<file path="src/rtl/conv_pwr_seq.sv">
module conv_pwr_seq #(
  parameter int INIT_FRAMES = 2081,
  parameter int DATA_W      = 16,
  localparam int CNT_W      = $clog2(INIT_FRAMES)
) (
  input  logic              clk,
  input  logic              rst_n,
  input  logic              adc_pd_n,
  input  logic              dac_pd_n,
  input  logic              frame_clk,
  input  logic [DATA_W-1:0] adc_data_in,
  output logic [DATA_W-1:0] adc_data_out,
  output logic              adc_filt_rst,
  output logic              dac_filt_rst,
  output logic [1:0]        adc_state,
  output logic [1:0]        dac_state,
  output logic              adc_valid
);

  localparam logic [1:0] ST_PD   = 2'd0;
  localparam logic [1:0] ST_INIT = 2'd1;
  localparam logic [1:0] ST_RUN  = 2'd2;
  localparam logic [CNT_W-1:0] LAST = CNT_W'(INIT_FRAMES - 1);

  logic [1:0] a_sync, d_sync;
  logic [2:0] f_sync;
  logic [1:0] a_st, d_st;
  logic [CNT_W-1:0] cnt;

  wire a_on    = a_sync[1];
  wire d_on    = d_sync[1];
  wire fr_rise = f_sync[1] & ~f_sync[2];

  always_ff @(posedge clk or negedge rst_n) begin
    if (!rst_n) begin
      a_sync <= '0;
      d_sync <= '0;
      f_sync <= '0;
    end else begin
      a_sync <= {a_sync[0], adc_pd_n};
      d_sync <= {d_sync[0], dac_pd_n};
      f_sync <= {f_sync[1:0], frame_clk};
    end
  end

  always_ff @(posedge clk or negedge rst_n) begin
    if (!rst_n) begin
      a_st <= ST_PD;
      cnt  <= '0;
    end else if (!a_on) begin
      a_st <= ST_PD;
      cnt  <= '0;
    end else begin
      case (a_st)
        ST_PD: begin
          a_st <= ST_INIT;
          cnt  <= '0;
        end
        ST_INIT: if (fr_rise) begin
          if (cnt == LAST) begin
            a_st <= ST_RUN;
            cnt  <= '0;
          end else begin
            cnt <= cnt + 1'b1;
          end
        end
        default: a_st <= ST_RUN;
      endcase
    end
  end

  always_ff @(posedge clk or negedge rst_n) begin
    if (!rst_n) d_st <= ST_PD;
    else        d_st <= d_on ? ST_RUN : ST_PD;
  end

  assign adc_state    = a_st;
  assign dac_state    = d_st;
  assign adc_valid    = (a_st == ST_RUN);
  assign adc_filt_rst = (a_st == ST_PD);
  assign dac_filt_rst = (d_st == ST_PD);
  assign adc_data_out = adc_valid ? adc_data_in : '0;


  adc_pd_force_chk: assert property (@(posedge clk) disable iff (!rst_n)
    !a_on |=> (adc_state == ST_PD && adc_filt_rst));


  run_entry_chk: assert property (@(posedge clk) disable iff (!rst_n)
    $rose(adc_valid) |-> ($past(a_st) == ST_INIT && $past(cnt) == LAST));


  cnt_hold_chk: assert property (@(posedge clk) disable iff (!rst_n)
    (a_st == ST_INIT && a_on && !fr_rise) |=> $stable(cnt));


  dac_follow_chk: assert property (@(posedge clk) disable iff (!rst_n)
    d_on |=> (dac_state == ST_RUN && !dac_filt_rst));


  mute_chk: assert property (@(posedge clk) disable iff (!rst_n)
    (adc_state != ST_RUN) |-> (adc_data_out == '0));


  restart_chk: assert property (@(posedge clk) disable iff (!rst_n)
    (a_st == ST_PD) |-> (cnt == '0));

endmodule

</file>
<file path="config.mk">
export PLATFORM = sky130hd
export DESIGN_NAME = conv_pwr_seq
export DESIGN_NICKNAME = d
export VERILOG_FILES = /design/src/rtl/conv_pwr_seq.sv
export SDC_FILE = /design/constraint.sdc
export NUM_CORES = 1
export LEC_CHECK = 0
export CORE_MARGIN = 2
export CORE_UTILIZATION = 40
export DETAILED_ROUTE_END_ITERATION = 8
export DONT_BUFFER_PORTS = 1
export HOLD_SLACK_MARGIN = 0.02
export SLEW_MARGIN = 20
export SYNTH_ARGS = -nofsm -noshare
export SYNTH_HDL_FRONTEND = slang
export SYNTH_SLANG_ARGS = --single-unit
</file>
<file path="constraint.sdc">
create_clock -name clk -period 1.6 [get_ports clk]
set_input_delay 0.32 -clock clk [delete_from_list [all_inputs] [get_ports clk]]
set_output_delay 0.32 -clock clk [all_outputs]
set_load 0.1 [all_outputs]
</file>
-- Word-level counts from Yosys, hierarchy flattened
Cells that the tools add are included.
- bits in registers: 23
- output and inout port bits: 23
- word-level logic and storage cells: 29
- add/sub/neg operators: 1
- equality and inequality tests: 6
- multiplexer cells: 10
- bitwise gates (word level): 2
- reduce and logical (&&, ||, !) cells: 4
- operator list (cell ; number):
    2-to-1 mux 12 bit ; 3
    one-hot mux 12 bit (2 select lines) ; 1
    2-to-1 mux 16 bit ; 1
    adder 12 x 1 -> 12 bit, second input constant ; 1
    equality test 12 bit, second input constant ; 1
    2-to-1 mux 2 bit ; 4
    inequality test 3 bit, second input constant ; 2
    logical NOT 2 bit ; 2
    one-hot mux 2 bit (2 select lines) ; 1
    AND reduction 2 bit ; 2
    inequality test 3 x 2 -> 1 bit, second input constant ; 1
    equality test 2 x 1 -> 1 bit, second input constant ; 1
    equality test 2 bit, second input constant ; 1
    bitwise AND 1 bit ; 1
    inverter 1 bit ; 1

-- Longest topological paths before layout
- word-level depth: 5
- mapped depth: 5
- depth with buffers taken out: 5

-- Least setup slack after synthesis
No wires, ideal clock.
- kind: reg-to-output
- from: register a_st[1] (netlist: adc_state[1])
- to: output port adc_data_out[10]
- arrival time: 3.192 ns
- required time: 1.280 ns
- slack: -1.912 ns
- stages on the path, launching flop included: 4
- path buffers: 1
- cell sequence: dfrtp_1 nor2b_1 clkbuf_1 and2_1
- word-level cells in the longest chain between the ends: 2
- ends and longest elaborated chain (what ; RTL line ; source):
    start: declaration ; 27 ; logic [1:0] a_st, d_st;
    start signal: assignment ; 48 ; a_st <= ST_PD;
    start signal: assignment ; 51 ; a_st <= ST_PD;
    start signal: assignment ; 56 ; a_st <= ST_INIT;
    equality test 2 bit ; 79 ; assign adc_valid = (a_st == ST_RUN);
    net adc_valid ; 17 ; output logic adc_valid
    2-to-1 mux 16 bit ; 82 ; assign adc_data_out = adc_valid ? adc_data_in : '0;
    end: declaration ; 12 ; output logic [DATA_W-1:0] adc_data_out,
The timed path passes the listed nets, and every way through them passes these cells.

-- Worst setup path after layout
- from: register a_st[0] (netlist: adc_state[0])
- to: output port adc_data_out[8]
- word-level cells in the longest chain between the ends: 2
- ends and longest elaborated chain (what ; RTL line):
    equality test 2 bit ; 79
    2-to-1 mux 16 bit ; 82
No other way between the ends.

==> flow_summary.yaml <==
job:
  cap_violations: 0
floorplanning:
  start_util: 0.421
  num_io_pins: 44
  die_h_um: 57.6
  rows: 19
  die_w_um: 57.6
  core_area_um2: 2730
  dieArea_um2: 3320
clock_tree:
  cts_sinks: 22
  cts_max_path_buffers: 2
  clk_root_buffer_cell: "clkbuf_4"
  clkSlewWorstSetupHoldPaths_ns: 0.13
  cts_tree: "built"
  h-tree-depth: 1
  clock_latency_ns: 0.32
  cts_buffers: 3
status:
  violations: "setup timing"
  status: "complete, but fails checks"
timing:
  max_freq_ghz: 0.565
  drv_slew: 0
  finalCritPeriodShare: 1.11
  final.min_clock_period_ns: 1.77
  rsz0062_at_grt: "true"
  fin_ws_ns: -0.169
  final-hold-violation-count: 0
  skew_ns: 0.0119
  finalSetupViolations: 21
worst_setup_path:
  path_class: "reg -> out"
  path_max_fanout: 17
  crit_arrival_ns: 1.45
  crit_required_ns: 1.28
  crit_path_end_kind: "output pin"
  start_kind: "flop"
  worst-r2r-cell-count: 5
finish:
  n_fill_cell: 218
  final_cell_area_um2: 1790
  nNetsFinal: 173
  insertedDiodeCount: 0
  drive_above_1_share: 0.523
  syn2layout_area_growth_pct: 55.3
global_route:
  grt_pass1_vias: 1009
  grt_pass1_wl_um: 4480
  antenna_found_initial: 0
  grt_max_degree: 23
  grt_overflow: 0
  grt.total_usage: 0.174
pwr:
  vdd_drop_max_v: 0.000846
  clkPwrFrac: 0.304
  p_leak_nw: 0.720
  finalPower_mw: 1.42
  p_sw_mw: 0.465
  switching_share: 0.327
  pwr-share-comb: 0.273
  powerDensity_nw_per_um2: 796
  internal-power_mw: 0.956
  seqPwrFrac: 0.423
routing:
  num_vias: 978
  wl_per_cell_um: 15.5
  drtIter0Drc: 15
  drc: 0
  drt-total-wl_um: 2780
  ant_nets: 0
  dr.pass1.iters: 4
  post_drt_via_cell_ratio: 5.43
synthesis:
  synth.cell_area_um2: 1150
  yosysWarnings: 0
  synth_nets: 141
  syn_inst: 118
  synthFlopType: "dfrtp_1"
  async_flop_share: 1.00
  synth_edf_count: 0
  syn_avg_cell_area_um2: 9.74
  yosysUniqueCellTypes: 36
  yosysSeqAreaShare: 0.479
  synth.ff_latch_count: 22
placed_design:
  portBuffers: 0
  dp_hpwl_um: 2020
  place_area_um2: 1510
  place.gp.congestion: 0.830
worst_hold_path:
  worstHoldPathCells: 0
  hold_class: "reg -> reg"
final timing paths:
kind,from,end,slack [ns]
max in group asynchronous,rst_n,adc_state[1],0.73
min in group asynchronous,rst_n,cnt[2],0.48
worst min register to register,d_sync[1],dac_state[1],0.36
worst max-delay path,adc_state[0],adc_data_out[8],-0.17
worst max register to register,adc_state[0],cnt[8],-0.05
worst min-delay path,d_sync[1],dac_state[1],0.36
flip-flops by register name, indices dropped and copies added, names as in the netlist:
signal,cells
cnt,12
a_sync,2
d_sync,2
f_sync,3
adc_state,2
dac_state,1
power by group through the flow:
stage	clock network, mW	registers (mW)	logic [mW]
floorplan	0	0.657	0.198
global placement	0	0.612	0.320
detailed placement	0	0.613	0.319
CTS	0.442	0.602	0.363
global route	0.465	0.606	0.408
finish	0.431	0.602	0.388
final cells by class:
cell class,count,area (µm²),share of cell area
clock buffer,3,22.5,0.0126
sequential,22,559,0.313
timing repair buffer,31,380,0.213
inverter,6,26.3,0.0147
multi-input combinational,86,728,0.408
tap,31,38.8,0.0217
clock inverter,1,30.0,0.0168
repair_timing:
action	CTS	global route
setup endpoints to repair	19	29
gates resized for setup	15	22
hold buffers	4	1
hold endpoints to repair	25	22
setup buffers	3	0
pin swaps	13	8
placed cells by master, fill, tap and decap left out, types with 3 or more instances in the layout:
master / count
inv_1: 5
buf_6: 4
dlygate4sd3_1: 4
clkbuf_4: 3
and2_4: 17
nand3_1: 4
buf_4: 12
o21ai_0: 6
dfrtp_1: 19
nor2_1: 3
buf_12: 10
nand2_1: 7
a21oi_2: 6
cells by family after synthesis:
family / count (synthesis) / synth area share
flops: 22 / 0.479
buf+inv: 10 / 0.0381
simple gates: 55 / 0.284
fa+ha+maj: 2 / 0.0218
other cells: 1 / 0.00326
compound gates: 28 / 0.174
worst max-delay path: stages, from the launching register on:
cell and delay [ns]:
dfrtp_4 0.52, nor2b_4 0.13, buf_12 0.14, and2_4 0.33
metal layers:
layer  up-vias  global-route usage  routed length, µm
li1        473                   -                  -
met1       458               0.208               1110
met2        42               0.300               1420
met3         5              0.0335                187
met4         0              0.0831                 61
met5         -                   0                  0
per-stage QoR:
step	setup WS [ns]	util	cells	setup TNS, ns	hold slack, ns
2_1_floorplan	-0.201	-	118	-2.86	0.0244
3_3_place_gp	0.0696	0.553	168	0	0.0248
3_5_place_dp	0.00144	0.553	168	0	0.0247
4_1_cts	-0.169	0.615	179	-2.92	0.367
5_1_grt	-0.217	0.653	180	-4.28	0.373
6_report	-0.169	0.653	180	-2.89	0.362
Yosys cell counts, types with 2 or more instances:
library cell	n	area (µm²)
o41ai_1	2	17.5
dfrtp_1	22	551
o21ai_1	2	10.0
o31ai_1	3	22.5
nand2_1	10	37.5
or4_1	2	15.0
nor2b_1	2	12.5
ha_1	2	25.0
nand3_1	4	20.0
inv_1	6	22.5
buf_2	2	10.0
or3_1	3	18.8
and2_1	18	113
nor2_1	4	15.0
a21oi_1	6	30.0
o21ai_0	8	40.0
nand2b_1	3	18.8
No activity file was read; power rests on OpenSTA's default activity.
